[src/rtl/burst_beat_pkg.sv]
package burst_beat_pkg;

    localparam int PAGE_BITS = 12;
    localparam int LEN_W     = 8;
    localparam int SIZE_W    = 3;
    localparam int SHORT_MAX = 15;

    typedef enum logic [1:0] {
        KIND_FIXED = 2'd0,
        KIND_INCR  = 2'd1,
        KIND_WRAP  = 2'd2,
        KIND_RSVD  = 2'd3
    } burst_kind_e;

    typedef enum logic {
        ST_IDLE = 1'b0,
        ST_RUN  = 1'b1
    } gen_state_e;

    typedef struct packed {
        logic bad_kind;
        logic bad_size;
        logic bad_len;
        logic bad_wrap;
        logic bad_page;
    } req_fault_t;

    // length field giving 2, 4, 8 or 16 beats
    function automatic logic wrap_count_ok(input logic [LEN_W-1:0] len);
        return (len == 8'd1) || (len == 8'd3) || (len == 8'd7) || (len == 8'd15);
    endfunction

endpackage

[src/rtl/burst_req_check.sv]
module burst_req_check
    import burst_beat_pkg::*;
#(
    parameter int ADDR_W = 32,
    parameter int STRB_W = 4
) (
    input  logic [ADDR_W-1:0] addr,
    input  logic [LEN_W-1:0]  len,
    input  logic [SIZE_W-1:0] size,
    input  burst_kind_e       kind,
    output req_fault_t        fault
);
    localparam int MAX_SIZE = $clog2(STRB_W);
    localparam int OFF_W    = PAGE_BITS + LEN_W + 8;

    logic [ADDR_W-1:0]    size_mask;
    logic [PAGE_BITS-1:0] page_off;
    logic [OFF_W-1:0]     span_bytes;
    logic [OFF_W-1:0]     end_off;
    logic                 misaligned;

    always_comb begin
        size_mask  = (ADDR_W'(1) << size) - ADDR_W'(1);
        misaligned = |(addr & size_mask);
        page_off   = addr[PAGE_BITS-1:0] & ~size_mask[PAGE_BITS-1:0];
        span_bytes = (OFF_W'(len) + OFF_W'(1)) << size;
        end_off    = OFF_W'(page_off) + span_bytes;

        fault.bad_kind = (kind == KIND_RSVD);
        fault.bad_size = (int'(size) > MAX_SIZE);
        fault.bad_len  = (kind == KIND_FIXED || kind == KIND_WRAP) &&
                         (int'(len) > SHORT_MAX);
        fault.bad_wrap = (kind == KIND_WRAP) && (misaligned || !wrap_count_ok(len));
        fault.bad_page = (kind == KIND_INCR) &&
                         (end_off > (OFF_W'(1) << PAGE_BITS));
    end

endmodule

[src/rtl/burst_addr_step.sv]
module burst_addr_step
    import burst_beat_pkg::*;
#(
    parameter int ADDR_W = 32
) (
    input  logic [ADDR_W-1:0] cur_addr,
    input  logic [SIZE_W-1:0] size,
    input  burst_kind_e       kind,
    input  logic [ADDR_W-1:0] wrap_mask,
    output logic [ADDR_W-1:0] next_addr
);
    logic [ADDR_W-1:0] size_mask;
    logic [ADDR_W-1:0] stepped;

    always_comb begin
        size_mask = (ADDR_W'(1) << size) - ADDR_W'(1);
        stepped   = (cur_addr & ~size_mask) + (ADDR_W'(1) << size);
        unique case (kind)
            KIND_FIXED: next_addr = cur_addr;
            KIND_WRAP:  next_addr = (cur_addr & ~wrap_mask) | (stepped & wrap_mask);
            default:    next_addr = stepped;
        endcase
    end

endmodule

[src/rtl/burst_lane_mask.sv]
module burst_lane_mask
    import burst_beat_pkg::*;
#(
    parameter int STRB_W = 4
) (
    input  logic [$clog2(STRB_W)-1:0] lane,
    input  logic [SIZE_W-1:0]         size,
    output logic [STRB_W-1:0]         strb
);
    localparam int LANE_W = $clog2(STRB_W);

    logic [LANE_W:0] nbytes;
    logic [LANE_W:0] cont_lo;
    logic [LANE_W:0] cont_hi;

    always_comb begin
        nbytes  = (LANE_W+1)'(1) << size;
        cont_lo = {1'b0, lane} & ~(nbytes - (LANE_W+1)'(1));
        cont_hi = cont_lo + nbytes;
    end

    for (genvar i = 0; i < STRB_W; i++) begin : g_lane
        assign strb[i] = ((LANE_W+1)'(i) >= {1'b0, lane}) && ((LANE_W+1)'(i) < cont_hi);
    end

endmodule

[src/rtl/burst_beat_gen.sv]
module burst_beat_gen
    import burst_beat_pkg::*;
#(
    parameter int ADDR_W = 32,
    parameter int DATA_W = 32
) (
    input  logic                  clk,
    input  logic                  rst,
    input  logic                  req_valid,
    output logic                  req_ready,
    input  logic [ADDR_W-1:0]     req_addr,
    input  logic [LEN_W-1:0]      req_len,
    input  logic [SIZE_W-1:0]     req_size,
    input  logic [1:0]            req_kind,
    output logic                  beat_valid,
    input  logic                  beat_ready,
    output logic [ADDR_W-1:0]     beat_addr,
    output logic [DATA_W/8-1:0]   beat_strb,
    output logic                  beat_last,
    output logic                  req_err
);
    localparam int STRB_W = DATA_W / 8;
    localparam int LANE_W = $clog2(STRB_W);

    typedef struct packed {
        logic [ADDR_W-1:0] addr;
        logic [SIZE_W-1:0] size;
        burst_kind_e       kind;
        logic [LEN_W-1:0]  remain;
        logic [ADDR_W-1:0] wrap_mask;
    } burst_ctx_t;

    gen_state_e  state;
    burst_ctx_t  ctx;
    logic        err_q;
    req_fault_t  fault;
    logic        illegal;
    logic        take_req;
    logic        take_beat;
    logic [ADDR_W-1:0] next_addr;
    burst_kind_e in_kind;

    assign in_kind   = burst_kind_e'(req_kind);
    assign req_ready = (state == ST_IDLE);
    assign take_req  = req_valid && req_ready;
    assign illegal   = |fault;
    assign beat_valid = (state == ST_RUN);
    assign take_beat = beat_valid && beat_ready;
    assign beat_addr = ctx.addr;
    assign beat_last = beat_valid && (ctx.remain == '0);
    assign req_err   = err_q;

    burst_req_check #(.ADDR_W(ADDR_W), .STRB_W(STRB_W)) u_check (
        .addr  (req_addr),
        .len   (req_len),
        .size  (req_size),
        .kind  (in_kind),
        .fault (fault)
    );

    burst_addr_step #(.ADDR_W(ADDR_W)) u_step (
        .cur_addr  (ctx.addr),
        .size      (ctx.size),
        .kind      (ctx.kind),
        .wrap_mask (ctx.wrap_mask),
        .next_addr (next_addr)
    );

    burst_lane_mask #(.STRB_W(STRB_W)) u_lanes (
        .lane (ctx.addr[LANE_W-1:0]),
        .size (ctx.size),
        .strb (beat_strb)
    );

    always_ff @(posedge clk) begin
        if (rst) begin
            state <= ST_IDLE;
            ctx   <= '0;
            err_q <= 1'b0;
        end else begin
            err_q <= take_req && illegal;
            unique case (state)
                ST_IDLE: begin
                    if (take_req && !illegal) begin
                        state         <= ST_RUN;
                        ctx.addr      <= req_addr;
                        ctx.size      <= req_size;
                        ctx.kind      <= in_kind;
                        ctx.remain    <= req_len;
                        ctx.wrap_mask <= ((ADDR_W'(req_len) + ADDR_W'(1)) << req_size)
                                         - ADDR_W'(1);
                    end
                end
                ST_RUN: begin
                    if (take_beat) begin
                        if (ctx.remain == '0) begin
                            state <= ST_IDLE;
                        end else begin
                            ctx.remain <= ctx.remain - 1'b1;
                            ctx.addr   <= next_addr;
                        end
                    end
                end
                default: state <= ST_IDLE;
            endcase
        end
    end

endmodule

[config.mk]
export PLATFORM = sky130hd
export DESIGN_NAME = burst_beat_gen
export DESIGN_NICKNAME = d
export VERILOG_FILES = /design/src/rtl/burst_beat_pkg.sv /design/src/rtl/burst_req_check.sv /design/src/rtl/burst_addr_step.sv /design/src/rtl/burst_lane_mask.sv /design/src/rtl/burst_beat_gen.sv
export SDC_FILE = /design/constraint.sdc
export NUM_CORES = 1
export LEC_CHECK = 0
export BUFFER_PORTS_ARGS = -buffer_cell sky130_fd_sc_hd__buf_2
export CELL_PAD_IN_SITES_DETAIL_PLACEMENT = 1
export CELL_PAD_IN_SITES_GLOBAL_PLACEMENT = 1
export CORE_MARGIN = 2
export CORE_UTILIZATION = 39
export DETAILED_ROUTE_END_ITERATION = 12
export GPL_TIMING_DRIVEN = 1
export PLACE_DENSITY_LB_ADDON = 0.1
export SLEW_MARGIN = 0
export SYNTH_ARGS = -nofsm -noshare
export SYNTH_HDL_FRONTEND = slang
export SYNTH_SLANG_ARGS = --single-unit
export TNS_END_PERCENT = 100
[constraint.sdc]
create_clock -name clk -period 4.6 [get_ports clk]
set_input_delay 1.15 -clock clk [delete_from_list [all_inputs] [get_ports clk]]
set_output_delay 1.15 -clock clk [all_outputs]
set_load 0.01 [all_outputs]
* Yosys cells after proc, flatten, opt, wreduce, memory -nomap -nowiden *
Index checks and enable logic that the tools add are counted.

word-level totals
  logic and storage cells = 94
  input port bits = 49
  register bits after elaboration = 79

operators by class
  reductions and logical operators = 26
  bitwise operators = 12
  shifts and indexed selects = 5
  equal/unequal tests = 12
  $add $sub $neg = 10
  order comparisons = 10
  mux-type cells = 12

operators by type and width
  cell                   count
  $and 32x32->32         4
  $pmux 32 s2            2
  $mux 77                1
  $mux 32                2
  $not 32->32            2
  $shl 1x3->32 const A   2
  $sub 32x2->32 const B  2
  $add 32x32->32         1
  $or 32x32->32          1
  $reduce_or 32->1       1
  $shl 9x3->32           1
  $sub 32x1->32 const B  1
  $add 12x28->28         1
  $gt 28x13->1 const B   1
  $shl 28x3->28          1
  $add 8x1->9 const B    2
  $mux 8                 2
  $pmux 8 s2             1
  $and 12x12->12         1
  $not 12->12            1
  $logic_and 1x1->1      11
  $eq 8x1->1 const B     1
  $eq 8x2->1 const B     1
  $eq 8x3->1 const B     1
  other kinds (28)       43

* Longest topological paths before layout *
  depth in word-level cells = 12
  depth in mapped cells = 20
  depth with buffers taken out = 17

* By module *
From an unflattened synthesis, not the netlist that was laid out.

second synthesis, totals
  cell total of the unflattened synthesis = 1,054
  area total of the unflattened synthesis = 7,726.2 um^2

by module, submodules not included
  module           times used  cells each  seq. area each (um^2)  area each (um^2)
  burst_beat_gen   1           543         1,561.5                4,325.4
  burst_addr_step  1           261         0.0                    1,742.9
  burst_req_check  1           225         0.0                    1,473.9
  burst_lane_mask  1           25          0.0                    183.9

* Worst setup path before layout *
No wires, ideal clock.

  kind = input port to flip-flop
  start point = input port req_size[1]
  end point = register ctx[31] (netlist name)
  path slack = -0.193 ns
  stages = 18
  data required time = 4.530 ns
  arrival time = 4.722 ns
  path through = buf_2 -> buf_2 -> clkbuf_1 -> nor4_1 -> ha_1 -> inv_1 -> fa_1 -> nand2b_1 -> a211o_1 -> a311oi_1 -> o311a_1 -> nor4b_2 -> a21o_1 -> o21ai_1 -> buf_2 -> buf_1 -> nand2_1 -> a21oi_1

between the ends
  longest elaborated chain between the ends = 11
  elaborated cells between the ends (all ways) = 19
  those cells by class = add/sub (3); order compare (2); shift (3); bitwise (3); reduce/logical (8)

ends and longest elaborated chain
  what                               line                   RTL
  from (decl)                        burst_beat_gen.sv:13   input logic [SIZE_W-1:0] req_size,
  $shl 1x3->32                       burst_req_check.sv:23  size_mask = (ADDR_W'(1) << size) - ADDR_W'(1);
  $sub 32x2->32                      burst_req_check.sv:23
  $not 12->12                        burst_req_check.sv:25  page_off = addr[PAGE_BITS-1:0] & ~size_mask[PAGE_BITS-1:0];
  $and 12x12->12                     burst_req_check.sv:25
  $add 12x28->28                     burst_req_check.sv:27  end_off = OFF_W'(page_off) + span_bytes;
  $gt 28x13->1                       burst_req_check.sv:35  (end_off > (OFF_W'(1) << PAGE_BITS));
  $logic_and 1x1->1                  burst_req_check.sv:34  fault.bad_page = (kind == KIND_INCR) &&
  $reduce_or 5->1                    burst_beat_gen.sv:46   assign illegal = |fault;
  $logic_not 1->1                    burst_beat_gen.sv:84   if (take_req && !illegal) begin
  $logic_and 1x1->1                  burst_beat_gen.sv:84
  $reduce_and 2->1 (no source line)  --

Several ways; a longest one is shown, not always the timed one.
A chain may end at the register's enable or synchronous reset.

* Final worst setup path *
  start point = input port req_len[0]
  end point = register ctx[20] (netlist name)

between the ends
  longest elaborated chain between the ends = 11
  elaborated cells between the ends (all ways) = 24
  those cells by class = add/sub (4); order compare (2); eq/ne (4); shift (2); reduce/logical (12)

ends and longest elaborated chain
  what                                                                     line                  RTL
  from (decl)                                                              burst_beat_gen.sv:12  input logic [LEN_W-1:0] req_len,
  parallel branches: the longest is 11 deep, another holds $add 12x28->28  --

Several ways; the timed one is not identified.

==> out/qor.txt <==
Status: finished with violations
Violated checks: setup timing
Cells after synthesis: 939
Drt drc: 0
N_diodes: 0
Port bufs: 88
Initial Util: 0.4001
Skew-Pair Late Insertion Delay: 0.35 ns
Hold Vio Cnt, Final: 0
Routed wire per std cell: 21.17 um
Yosys top cell area share: 0.2256
Top cells by area, synth: dfxtp_1 23%, a21oi_1 5.6%, nand2_1 5.2%, nor2_1 4.2%, ha_1 4.2%
FF/Latch Area: 0.001563 sq mm
Area leader, netlist: dfxtp_1
Leakage: 3.773 nW
Post-synth top cells: 96 x nand2_1, 78 x dfxtp_1, 77 x a21oi_1, 77 x nor2_1, 45 x o21ai_0
Layout cell share with drive strength beyond 1: 0.3526
Largest net degree at the start of global routing: 51
Area of the multi-input gates: 0.005204 sq mm
Clock root cell: clkbuf_16
Cell variety after synth: 87
Mapped Avg Cell Area: 7.370 sq um
CP arrival: 5.08 ns
Worst VDD drop: 0.1885 mV
Worst min path class: reg -> reg
Synthesized net count: 1012
Drt first pass iters: 5
Post-DP HPWL: 20110 um
Placed Area: 0.008268 sq mm
Die X: 137.2 um
FILL cells: 2151
Area growth from synthesis to layout: 36.43%
Final wirelength: 28240 um
Post-synth EDFFs: 0
Worst Setup End Kind: flip-flop
Post-DRT Antenna Nets: 0
PnR worst setup slack: -0.2114 ns
H-tree levels: 3
Placer Congestion: 0.9086
Clk buf depth: 2
Synth warnings: 0
Grt total ovfl: 0
Die Ht: 137.2 um
Initial antenna violation count: 0
Fmax: 207.8 MHz
CP max FO: 6
Total number of vias: 7863
# setup viols final: 56
Critical path type: in -> reg
Fin Clk Skew: 0.009707 ns
RSZ-0062 raised after global routing: yes
Ys flop type: dfxtp_1
Fin. max-slew vios: 0
Post-route cell area: 0.009442 sq mm
Max cap viols: 0
Crit start category: input port
Headroom to the max-slew limit: 0.4614
GR Util All Layers: 0.2959
TritonCTS clock tree: built
Power Dens Cells: 244.0 mW/mm^2
CTS Buf Count: 9
Seq/Total Area, Yosys: 0.2256
Vias in the first global route: 7825
Least-Margin Pin Slew: 0.8026 ns
Total power: 2.304 mW
Min cycle time layout: 4.811 ns
Final nets: 1177
Top-count cell post-synth: nand2_1
Worst hold slack: 0.4682 ns
Clk slew on worst S/H paths: 0.07 ns
IO Pins: 89
Die area: 0.01883 sq mm
CTS Sinks: 78
Final Cycle Share: 1.046
Via/cell ratio: 5.894
Core area: 0.01730 sq mm
Async SR Flop Fraction: 0
Drt initial violations: 501
Required time of the critical path: 4.87 ns
FF+latch count, synth: 78
Post-synthesis cell area: 0.006920 sq mm
Rows: 48
First-pass GRT wire length: 43060 um
==> kinds of logic (layout without fill, tap and decap cells) <==
| kind of cell | after synthesis | in the layout | synth area share |
|---|---|---|---|
| and+or+nand+nor | 340 | 340 | 0.2520 |
| AOI/OAI and AO/OA | 303 | 303 | 0.3103 |
| buffers and inverters | 144 | 314 | 0.1007 |
| DFF | 78 | 78 | 0.2256 |
| xor gates and xnor gates | 43 | 43 | 0.05551 |
| adders and majority gates | 24 | 24 | 0.04448 |
| muxes | 7 | 7 | 0.01139 |
==> through the flow <==
step / TNS (ns) / utilization / setup WS (ns) / cells
6_report: -5.317 / 0.5459 / -0.2114 / 1334
5_1_grt: -22.19 / 0.5459 / -0.4225 / 1334
4_1_cts: -0.0008318 / 0.5188 / -0.0008318 / 1315
3_5_place_dp: -43.67 / 0.4780 / -0.7190 / 1281
3_3_place_gp: -40.88 / 0.4780 / -0.6308 / 1281
2_1_floorplan: 0 / - / 0.003167 / 939
==> power breakdown <==
group	switching, mW	leakage, nW	internal, mW
Clock	0.319	0.154	0.481
Sequential	0.0399	0.633	0.703
Combinational	0.404	2.99	0.357
Total	0.763	3.77	1.54
==> cell type report <==
class,count,share of cell area
multi-input combinational,717,0.5512
timing repair buffer,254,0.2014
sequential,78,0.1655
tap,225,0.02982
clock buffer,10,0.02425
inverter,44,0.01789
clock inverter,6,0.009939
==> cells in the final DEF (no fill, tap or decap), types with 6 or more instances in the layout <==
cell type / count
a211oi_1: 20
nand3_1: 22
xnor2_1: 27
nor3b_1: 10
o21ai_0: 33
buf_4: 138
o21ai_2: 6
a221oi_1: 12
ha_4: 6
clkbuf_16: 10
a221oi_2: 9
or2_2: 8
and2_1: 8
buf_6: 16
nand4_1: 7
a31oi_1: 10
nor4_1: 8
buf_8: 6
nand2_1: 92
nand3b_1: 7
dfxtp_1: 77
a21o_1: 14
nor4_2: 6
o22ai_1: 6
nand2b_1: 15
buf_2: 86
inv_1: 38
a21oi_1: 67
nor2_1: 73
a21oi_2: 10
nor3_1: 28
ha_1: 16
and3_1: 10
buf_12: 7
xor2_1: 13
o21ai_1: 25
o32a_1: 6
==> critical path, stage by stage <==
cell,delay [ns]
buf_6,0.08
buf_6,0.12
buf_4,0.13
nand4b_1,0.12
a211oi_1,0.36
or2_1,0.20
a21oi_2,0.06
a31oi_1,0.25
ha_1,0.36
a21oi_1,0.23
o2111ai_1,0.17
a41oi_2,0.19
nand4b_1,0.22
nor4b_4,0.31
a21o_1,0.21
buf_6,0.12
o21ai_4,0.07
or3_4,0.43
buf_6,0.16
a21oi_1,0.15
==> what timing repair did <==
action                     4_1_cts  5_1_grt
pin swaps                       34       34
hold buffers                     0        0
buffers inserted                18       17
setup endpoints to repair       77       77
gates cloned                     0        2
resized for setup               59       71
==> routing by layer <==
layer | part of all wire | track usage | wire length [um] | up-vias
met5 | 0 | 0 | 0 | -
met4 | 0.024 | 0.09278 | 676 | 0
met3 | 0.041 | 0.02723 | 1168 | 43
met2 | 0.49 | 0.4923 | 13800 | 186
met1 | 0.45 | 0.4043 | 12600 | 3889
li1 | - | - | - | 3745
==> worst paths after layout <==
| check | depth (start not counted) | slack [ns] | start | end |
|---|---|---|---|---|
| min reg2reg | 2 | 0.47 | ctx[30] | ctx[30] |
| min | 2 | 0.47 | ctx[30] | ctx[30] |
| max reg2reg | 12 | 0.66 | ctx[44] | flip-flop |
| max | 20 | -0.21 | req_len[0] | ctx[20] |
Note: power is estimated with default switching activity, not from simulation.
